--- src/rtl/eth_bringup_seq.sv ---
module eth_bringup_seq #(
  parameter int TMO_W = 16
) (
  input  logic             clk,
  input  logic             rst_n,
  input  logic             start_i,
  input  logic [TMO_W-1:0] tmo_limit_i,
  input  logic             rst_ack_n_i,
  input  logic             tx_stable_i,
  input  logic             rx_ready_i,
  output logic             core_rst_n_o,
  output logic             link_ready_o,
  output logic             err_o,
  output logic [1:0]       err_stage_o
);

  typedef enum logic [2:0] {S_IDLE, S_ACK, S_TX, S_RX, S_LINK} state_t;

  state_t           state;
  logic [1:0]       ack_q, tx_q, rx_q;
  logic             ack_s, tx_s, rx_s;
  logic [TMO_W-1:0] cnt;
  logic             expired;

  always_ff @(posedge clk or negedge rst_n) begin
    if (!rst_n) begin
      ack_q <= 2'b11;
      tx_q  <= 2'b00;
      rx_q  <= 2'b00;
    end else begin
      ack_q <= {ack_q[0], rst_ack_n_i};
      tx_q  <= {tx_q[0], tx_stable_i};
      rx_q  <= {rx_q[0], rx_ready_i};
    end
  end

  assign ack_s   = ack_q[1];
  assign tx_s    = tx_q[1];
  assign rx_s    = rx_q[1];
  assign expired = (cnt == tmo_limit_i);

  always_ff @(posedge clk or negedge rst_n) begin
    if (!rst_n) begin
      state       <= S_IDLE;
      cnt         <= '0;
      err_o       <= 1'b0;
      err_stage_o <= 2'd0;
    end else begin
      cnt <= cnt + 1'b1;
      unique case (state)
        S_IDLE: begin
          cnt <= '0;
          if (start_i) begin
            state       <= S_ACK;
            err_o       <= 1'b0;
            err_stage_o <= 2'd0;
          end
        end
        S_ACK: begin
          if (!ack_s) begin
            state <= S_TX;
            cnt   <= '0;
          end else if (expired) begin
            state       <= S_IDLE;
            err_o       <= 1'b1;
            err_stage_o <= 2'd1;
          end
        end
        S_TX: begin
          if (tx_s) begin
            state <= S_RX;
            cnt   <= '0;
          end else if (expired) begin
            state       <= S_IDLE;
            err_o       <= 1'b1;
            err_stage_o <= 2'd2;
          end
        end
        S_RX: begin
          if (rx_s) begin
            state <= S_LINK;
            cnt   <= '0;
          end else if (expired) begin
            state       <= S_IDLE;
            err_o       <= 1'b1;
            err_stage_o <= 2'd3;
          end
        end
        S_LINK: begin
          cnt <= '0;
          if (!tx_s || !rx_s) state <= S_ACK;
        end
        default: state <= S_IDLE;
      endcase
    end
  end

  assign core_rst_n_o = (state == S_TX) || (state == S_RX) || (state == S_LINK);
  assign link_ready_o = (state == S_LINK);

  AST_REL_AFTER_ACK: assert property (@(posedge clk) disable iff (!rst_n)
    $rose(core_rst_n_o) |-> !$past(ack_s));
  AST_LINK_NEEDS_RX: assert property (@(posedge clk) disable iff (!rst_n)
    $rose(link_ready_o) |-> $past(rx_s) && core_rst_n_o);
  AST_ERR_HAS_STAGE: assert property (@(posedge clk) disable iff (!rst_n)
    err_o |-> (err_stage_o != 2'd0) && !link_ready_o);
  AST_ERR_CLEAR_ON_START: assert property (@(posedge clk) disable iff (!rst_n)
    $fell(err_o) |-> $past(start_i));
  AST_LINK_DROP: assert property (@(posedge clk) disable iff (!rst_n)
    (link_ready_o && !(tx_s && rx_s)) |=> !link_ready_o && !core_rst_n_o);
  AST_LINK_HOLD_ON_START: assert property (@(posedge clk) disable iff (!rst_n)
    (link_ready_o && tx_s && rx_s) |=> link_ready_o);

endmodule

--- config.mk ---
export PLATFORM = sky130hd
export DESIGN_NAME = eth_bringup_seq
export DESIGN_NICKNAME = d
export VERILOG_FILES = /design/src/rtl/eth_bringup_seq.sv
export SDC_FILE = /design/constraint.sdc
export NUM_CORES = 1
export LEC_CHECK = 0
export BUFFER_PORTS_ARGS = -buffer_cell sky130_fd_sc_hd__buf_2
export CORE_ASPECT_RATIO = 0.7
export CORE_UTILIZATION = 54
export DETAILED_ROUTE_END_ITERATION = 8
export PLACE_DENSITY_LB_ADDON = 0.3
export SETUP_SLACK_MARGIN = 0.15
export SYNTH_ARGS = -nofsm -noshare
export SYNTH_HDL_FRONTEND = slang
export SYNTH_SLANG_ARGS = --single-unit
export TNS_END_PERCENT = 30
--- constraint.sdc ---
create_clock -name clk -period 2.2 [get_ports clk]
set_clock_uncertainty 0.2 [all_clocks]
set_input_delay 0.44 -clock clk [delete_from_list [all_inputs] [get_ports clk]]
set_output_delay 0.44 -clock clk [all_outputs]
set_load 0.01 [all_outputs]
# Word level (Yosys, flattened, before mapping)
# Index checks and enable logic that the tools add are counted.
[op_classes]
add_sub_neg = 1
eq_ne = 13
n_mux = 25
reduce_logical = 11
[op_table]
columns = ["op", "n"]
rows = [
  ["case mux 16 bit (4 select lines)", 1],
  ["two-way mux 16 bit", 3],
  ["two-way mux 3 bit", 6],
  ["adder 16 x 1 -> 16 bit, second input constant", 1],
  ["== test 16 bit", 1],
  ["case mux 3 bit (5 select lines)", 1],
  ["two-way mux 2 bit", 7],
  ["inequality test 2 bit, second input constant", 7],
  ["case mux 2 bit (4 select lines)", 1],
  ["AND reduction 8 bit", 1],
  ["== test 3 x 2 -> 1 bit, second input constant", 2],
  ["two-way mux 1 bit", 5],
  ["AND reduction 5 bit", 1],
  ["case mux 1 bit (4 select lines)", 1],
  ["nonzero test 4 bit", 1],
  ["== test 3 x 1 -> 1 bit, second input constant", 1],
  ["== test 3 bit, second input constant", 1],
  ["zero test 3 bit", 1],
  ["logical OR 1 bit", 3],
  ["zero test 1 bit", 2],
  ["inequality test 2 x 1 -> 1 bit, second input constant", 1],
  ["AND reduction 2 bit", 1],
  ["OR reduction 2 bit", 1],
]
[word_totals]
ff_bits = 28
in_bits = 22
output_inout_bits = 5
word_cells = 57

# Depth between registers and ports, before layout
# Gate-level depths: netlist of run 1.
[depth]
ltp_word = 4
mapped_depth = 6
mapped_depth_nobuf = 6

# Worst setup path after synthesis of run 1
# No wires, ideal clock.
[synth_path]
path_kind = "in2reg"
startpoint = "input tmo_limit_i[14]"
endpoint = "register err_stage_o[1]"
setup_time_ns = 0.129
arrival_ns = 1.371
required_ns = 1.871
slack_ns = 0.500
path_stages = 5
path_buffers = 0
cell_sequence = "xor2_1 > nor4_1 > nand4_2 > a21oi_2 > o22ai_1"
[synth_between]
elab_chain_len = 3
elab_cells_between_ends = 5
cone_classes = "eq/ne: 4; reduce/logical: 1"
[synth_rtl]
columns = ["item", "line_no", "source"]
rows = [
  ["start, declared", "7", "input logic [TMO_W-1:0] tmo_limit_i,"],
  ["== test 16 bit (*)", "40", "assign expired = (cnt == tmo_limit_i);"],
  ["inequality test 2 bit (no source line)", "n/a", ""],
  ["AND reduction 8 bit (no source line) (*)", "n/a", ""],
  ["end signal, assigned", "47", "err_stage_o <= 2'd0;"],
  ["end signal, assigned", "56", "err_stage_o <= 2'd0;"],
  ["end signal, assigned", "66", "err_stage_o <= 2'd1;"],
  ["end, declared", "14", "output logic [1:0] err_stage_o"],
]
# Every way passes the cells marked *; elsewhere a longest branch is shown, timed or not.
# A chain may end at the register's enable or synchronous reset.

# Final worst setup path of run 1
[layout_path]
startpoint = "register state[2]"
endpoint = "output core_rst_n_o"
[layout_between]
elab_chain_len = 3
elab_cells_between_ends = 5
cone_classes = "eq/ne: 3; reduce/logical: 2"
[layout_rtl]
columns = ["item", "line_no", "source"]
rows = [
  ["start, declared", "19", "state_t state;"],
  ["start signal, assigned", "44", "state <= S_IDLE;"],
  ["start signal, assigned", "54", "state <= S_ACK;"],
  ["start signal, assigned", "61", "state <= S_TX;"],
  ["== test 3 x 2 -> 1 bit", "98", "assign core_rst_n_o = (state == S_TX) || (state == S_RX) || (state == S_LINK);"],
  ["logical OR 1 bit", "98", ""],
  ["logical OR 1 bit (*)", "98", ""],
  ["end, declared", "11", "output logic core_rst_n_o,"],
]
# Marks and branches as above.

==> run metrics, run 1 <==
Max Freq=507 MHz; I/O pin count=27; Worst R2R Setup Slack=0.27 ns; worst setup path end=core_rst_n_o; CP Launch Type=flop; drc violations=0; antenna violations before repair=0; slowest stage delay, CP=0.54 ns; CTS Buf Count=3; outcome=finished, final reports clean; post-synthesis xor/xnor area fraction=17.5%; Pins Over Slew Limit=0; DIE AREA=about 3000 µm²; post-synth cell types=39; post-synthesis adder-cell area fraction=less than 1%; RSZ-0062 raised after global routing=yes; ys async rst share=100%; Synth Area in Simple Gates=22.6%; number of enable flip-flop cells after synthesis=0; Die X=between 60 and 70 µm; Antenna Nets Post-Route=0; LEAKAGE=~0.84 nW; family with the most delay on the worst path=flip-flops; Final Instance Area=between 1500 and 2000 µm²; Final Cycle Share=89.7%; via/cell ratio=between 5 and 6; syn_nets=168; CP Capture Type=output port; Mapped Cells=145; GPL Wtd Cong=0.873; pwr dens=907 nW/µm²; crit path max-delay cell type=dfrtp_1; mux cell area share after synthesis=1.42%; Max Cap Viol=0; commonest non-fill, non-tap cells in the layout=26 x xor2_1, 26 x buf_2, 25 x dfrtp_1, 21 x nor2_1, 9 x nand2_1; critical path depth=2; Yosys top cell by area=dfrtp_1; antenna fix cells=0; final count of hold timing violations=0; WS Path Type=reg2out; area occupied by multi-input gates=758 µm²; Avg Inst Size Synth=10.4 µm²; H-tree depth=1; CTS Buffer Depth=2; CTS tree=yes; final worst slack=0.227 ns; largest cells by area after synthesis=dfrtp_1 43%, xor2_1 15%, nor2_1 5.5%; Fin Setup TNS=0 ns; critical path fanouts, max=13; Final setup viols=0; r2r endpoint=err_stage_o[1]$_DFFE_PN0P_; Req. time, crit path=about 1.6 ns; Slew HR=60.0%; Compound-Gate Fraction of Synth Area=7.58%; final core occ=68.3%; Routed WL per cell=~14 µm; clk sinks=28; worst r2r src=cnt[4]$_DFF_PN0_; largest net degree at the start of global routing=29; post-synthesis sequential area ratio=46.8%; FF/Latch Area=704 µm²; Post-Syn Area=about 1500 µm²; worst skew pair latency=0.28 ns; Setup Fix Bufs, Post-CTS=0; Initial Utilization=58.8%; actual slew at the worst max-slew pin=0.584 ns; vias in the first global route=around 1,100; Data arrival, critical path=1.33 ns; dominant synthesized flop cell=dfrtp_1; Detailed Place HPWL=2170 µm; R2R depth=5; Fin Hold WS=0.0474 ns; share of the synthesized area in the top cell type=43.3%; largest family of logic cells by synthesized area=simple AND/OR/NAND/NOR gates; DR iter-0 viols=103; YS warnings=0; fraction of layout cells with a size suffix above 1=28.5%; Vias=1,103; drt pass-1 iters=4; # fillers=206; global route overflow=0; row count=15; CP Cell Sequence=mux2_2, buf_2; Total Nets Final=196; CTS root buf=clkbuf_8; routed wire length=~3000 µm; Buf/Inv on CP=1; Critical path origin=state[2]$_DFFE_PN0P_; Die Y=~46 µm; Hold WC Path Type=in2reg; first-pass GRT wire length=approximately 4900 µm; worst vdd ir=453 µV; GRT Util Overall=a little under a quarter; Yosys reg bits=28; Final Critical Period=1.97 ns; CTS clk-pin slew, worst paths=0.10 ns; I/O Buffers=26; Place WS=0.221 ns; Core Area=2550 µm²; Area growth syn-to-layout=16.1%; Cell Area, Placed=1650 µm²
-- registers in the layout, summed over array words and instances (netlist names) --
name and cells:
cnt 16, state 3, ack_q 2, err_stage_o 2, rx_q 2, tx_q 2, err_o 1
-- worst min-delay path by stage --
stage / from / end / depth (start not counted)
after floorplan: rst_n / cnt[0]$_DFF_PN0_ / 0
after global placement: rx_q[0]$_DFF_PN0_ / rx_q[1]$_DFF_PN0_ / 0
after detailed placement: tx_q[0]$_DFF_PN0_ / tx_q[1]$_DFF_PN0_ / 0
after CTS: rst_ack_n_i / ack_q[0]$_DFF_PN1_ / 1
after global routing: rst_ack_n_i / ack_q[0]$_DFF_PN1_ / 1
final: rst_ack_n_i / ack_q[0]$_DFF_PN1_ / 1
-- where the power goes --
part,switching (mW),internal (mW),leakage (nW)
Sequential,0.113,0.577,0.365
Clock,0.164,0.244,0.0357
Combinational,0.270,0.214,0.444
-- what timing repair did --
item | 4_1_cts | 5_1_grt
resized for setup | 2 | 1
setup endpoints to repair | 2 | 2
endpoints found under the hold margin | 26 | 0
gates cloned | 0 | 0
hold buffers | 1 | 0
-- layer usage --
metal	up-vias	track usage, %	wire, µm
met5	-	0	0
met4	0	8.26	80
met3	8	4.46	122
met2	36	38.8	1410
met1	520	29.5	1360
li1	539	-	-
-- per-stage QoR --
stage,power [mW],cells
floorplan,1.03,145
global placement,1.14,201
detailed placement,1.17,201
CTS,1.59,206
global route,1.67,206
finish,1.58,206
-- synth_stat cells (2+ instances only) --
library cell and count:
nand3b_1 2, a21oi_1 4, xor2_1 26, or2_2 2, nor4_1 2, buf_2 3, dfrtp_1 26, nand2_1 9
nand4_2 2, inv_1 5, nor2_1 22, xnor2_1 4, a21oi_2 2, nand3_1 7, nand2b_1 2, nor4_2 3
dfstp_2 2
-- area by class of cell --
type | count | area share [%]
multi-input cells | 107 | 43.5
flip-flops and latches | 28 | 40.4
repair buffers | 28 | 8.47
well taps | 34 | 2.44
clock buffers | 3 | 2.37
clock inverters | 1 | 1.72
inverters | 5 | 1.08
-- kinds of logic (layout without fill, tap and decap cells) --
family          after synthesis  count (layout)
fa+ha+maj                     1               1
flops                        28              28
xor+xnor                     30              30
compound gates               15              15
mux                           2               2
buf+inv                      10              37
simple gates                 59              59
No activity file was read; power rests on OpenSTA's default activity.
==> inputs of run 2 (changes only) <==
Settings changed: ABC_AREA from default to 1, CORE_UTILIZATION 54 to 55.
==> run 2 against run 1 <==
  * Synthesized cell count up 66%
  * Sequential share of layout area down 3.0 points
  * Utilization decreased by 1.7 points
  * Setup slack better by 0.075 ns
  * Hold slack improved by 0.0082 ns
==> run metrics, run 2 <==
CTS root buf=clkbuf_8 (unchanged); crit path max-delay cell type=dfrtp_1 (unchanged); clk sinks=28 (unchanged); Critical path origin=state[0]$_DFFE_PN0P_ (was state[2]$_DFFE_PN0P_); Finished Layout Cells=307 (was 206); largest net degree at the start of global routing=29 (unchanged); post-synth cell types=24 (was 39); Yosys top cell by area=dfrtp_1 (unchanged); number of enable flip-flop cells after synthesis=0 (unchanged); CP Capture Type=output port (unchanged); Setup Fix Bufs, Post-CTS=0 (unchanged); GPL Wtd Cong=0.767 (was 0.873); antenna fix cells=0 (unchanged); Hold Crit Depth=1 (unchanged); ys async rst share=100% (unchanged); Final Cycle Share=86.3% (was 89.7%); slowest stage delay, CP=0.46 ns (was 0.54 ns); DP Cell Count=302 (was 201); first-pass GRT wire length=5470 µm (was 4870 µm); antenna violations before repair=0 (unchanged); Yosys reg bits=28 (unchanged); YS warnings=0 (unchanged); Fin Hold WS=0.0557 ns (was 0.0474 ns); CTS tree=yes (unchanged); post-synthesis sequential area ratio=42.8% (was 46.8%); Top reg by flops=cnt (unchanged); RSZ-0062 raised after global routing=no (was yes); Place WS=0.420 ns (was 0.221 ns); Hold WC Path Type=in2reg (unchanged); most frequent cells after synthesis=83 x nand2_1, 41 x inv_1, 38 x nor2_1 (was 26 x dfrtp_1, 26 x xor2_1, 22 x nor2_1); commonest non-fill, non-tap cell in the layout=nand2_1; # fillers=269 (was 206); I/O pin count=27 (unchanged); CP Launch Type=flop (unchanged); outcome=finished, final reports clean (unchanged); share of the synthesized area in the top cell type=39.6% (was 43.3%); Initial Utilization=58.2% (was 58.8%); area occupied by multi-input gates=785 µm² (was 758 µm²); Mapped Cells=240 (was 145); Final setup viols=0 (unchanged); DIE AREA=3210 µm² (was 3000 µm²); dominant synthesized flop cell=dfrtp_1 (unchanged); FF/Latch Area=703 µm² (was 704 µm²); CP Cell Sequence=nor2_4, inv_1, o21ai_0, buf_2 (was mux2_2, buf_2); GRT Util Overall=24.0% (was 22.7%); vias in the first global route=1,176 (was 1,057); Die Y=47.7 µm (was 46.1 µm); Data arrival, critical path=1.26 ns (was 1.33 ns); Slew HR=59.1% (was 60.0%); row count=16 (was 15); critical path fanouts, max=6 (was 13); final count of hold timing violations=0 (unchanged); CTS Buf Count=3 (unchanged); actual slew at the worst max-slew pin=0.613 ns (was 0.584 ns); CTS clk-pin slew, worst paths=0.08 ns (was 0.10 ns); final worst slack=0.302 ns (was 0.227 ns); CTS Buffer Depth=2 (unchanged); most common cell in the netlist=nand2_1; worst r2r src=cnt[0]$_DFF_PN0_ (was cnt[4]$_DFF_PN0_); Vias=1,463 (was 1,103); Antenna Nets Post-Route=0 (unchanged); Die X=67.3 µm (was 65.0 µm); commonest non-fill, non-tap cells in the layout=83 x nand2_1, 41 x inv_1, 37 x nor2_1, 26 x dfrtp_1, 26 x buf_2 (was 26 x xor2_1, 26 x buf_2, 25 x dfrtp_1, 21 x nor2_1, 9 x nand2_1); Post-Syn Area=1640 µm² (was 1500 µm²); pwr dens=747 nW/µm² (was 907 nW/µm²); DR iter-0 viols=104 (was 103); Routed WL per cell=10.9 µm (was 14.5 µm); WS Path Type=reg2out (unchanged); Req. time, crit path=1.56 ns (about the same); Tot Pwr=1.40 mW (was 1.58 mW); syn_nets=263 (was 168); Pins Over Slew Limit=0 (unchanged); Area growth syn-to-layout=14.5% (was 16.1%); worst vdd ir=528 µV (was 453 µV); LEAKAGE=1.02 nW (was 0.845 nW); Hold Path Origin=rst_ack_n_i (unchanged); fraction of layout cells with a size suffix above 1=15.1% (was 28.5%); Buf/Inv on CP=2 (was 1); Core Area=2820 µm² (was 2550 µm²); Total Nets Final=295 (was 196); Max Cap Viol=0 (unchanged); Max Freq=527 MHz (was 507 MHz); largest cells by area after synthesis=dfrtp_1 40%, nand2_1 19%, inv_1 9.4% (was dfrtp_1 43%, xor2_1 15%, nor2_1 5.5%); R2R depth=7 (was 5); worst skew pair latency=0.28 ns (about the same); Fin Setup TNS=0 ns (unchanged); family with the most delay on the worst path=flip-flops (unchanged); biggest regs=cnt (16), state (3) (unchanged); Avg Inst Size Synth=6.84 µm² (was 10.4 µm²); H-tree depth=1 (unchanged); drc violations=0 (unchanged); Final Critical Period=1.90 ns (was 1.97 ns); Largest register FFs=16 (unchanged); routed wire length=3340 µm (was 2980 µm); Detailed Place HPWL=2620 µm (was 2170 µm); drt pass-1 iters=5 (was 4); via/cell ratio=4.77 (was 5.35); I/O Buffers=26 (unchanged); global route overflow=0 (unchanged); critical path depth=4 (was 2)
==> run 2: what timing repair did <==
item / 4_1_cts / 5_1_grt
hold buffers: 1 / 0
setup endpoints to repair: 0 / 2
resized for setup: 0 / 2
endpoints found under the hold margin: 26 / 0
==> run 2: per-stage QoR <==
stage               util (%)  instance area, µm²
detailed placement      64.4                1820
finish                  66.6                1880
global placement        64.4                1820
global route            66.6                1880
CTS                     66.3                1870
floorplan                  -                1640
==> run 2: kinds of logic (layout without fill, tap and decap cells) <==
kind of cell / after synthesis / in the layout / share of synthesized area (%)
XOR/XNOR: 5 / 5 / 2.67
adder cells (fa/ha/maj): 1 / 1 / 0.762
AND/OR/NAND/NOR: 143 / 143 / 37.3
buffers and inverters: 43 / 74 / 9.83
flip-flops: 28 / 28 / 42.8
AO/OA/AOI/OAI: 20 / 20 / 6.63
==> run 2: path summary, 6_finish.rpt <==
path / endpoint / slack, ns
setup reg to reg: cnt[10]$_DFF_PN0_ / 0.39
hold reg to reg: rx_q[1]$_DFF_PN0_ / 0.15
hold / removal: ack_q[0]$_DFF_PN1_ / 0.06
min in group asynchronous: err_stage_o[1]$_DFFE_PN0P_ / 0.51
setup / recovery: core_rst_n_o / 0.30
max in group asynchronous: cnt[9]$_DFF_PN0_ / 0.89
==> run 2: area by class of cell <==
cell class | instances | area share, %
clock buffers | 4 | 2.40
inverters | 43 | 8.59
multi-input cells | 169 | 41.7
flip-flops and latches | 28 | 37.4
well taps | 36 | 2.40
repair buffers | 27 | 7.46
==> run 2: power breakdown <==
part | switching, mW | internal (mW)
combinational | 0.326 | 0.164
sequential | 0.0638 | 0.565
clock | 0.154 | 0.130
total | 0.544 | 0.860
==> run 2: metal layers <==
metal	vias up	global-route usage (%)	wire length (µm)
met4	0	2.55	7
met2	49	34.0	1330
met1	621	37.6	1780
li1	791	-	-
met5	-	0	0
met3	2	5.71	214
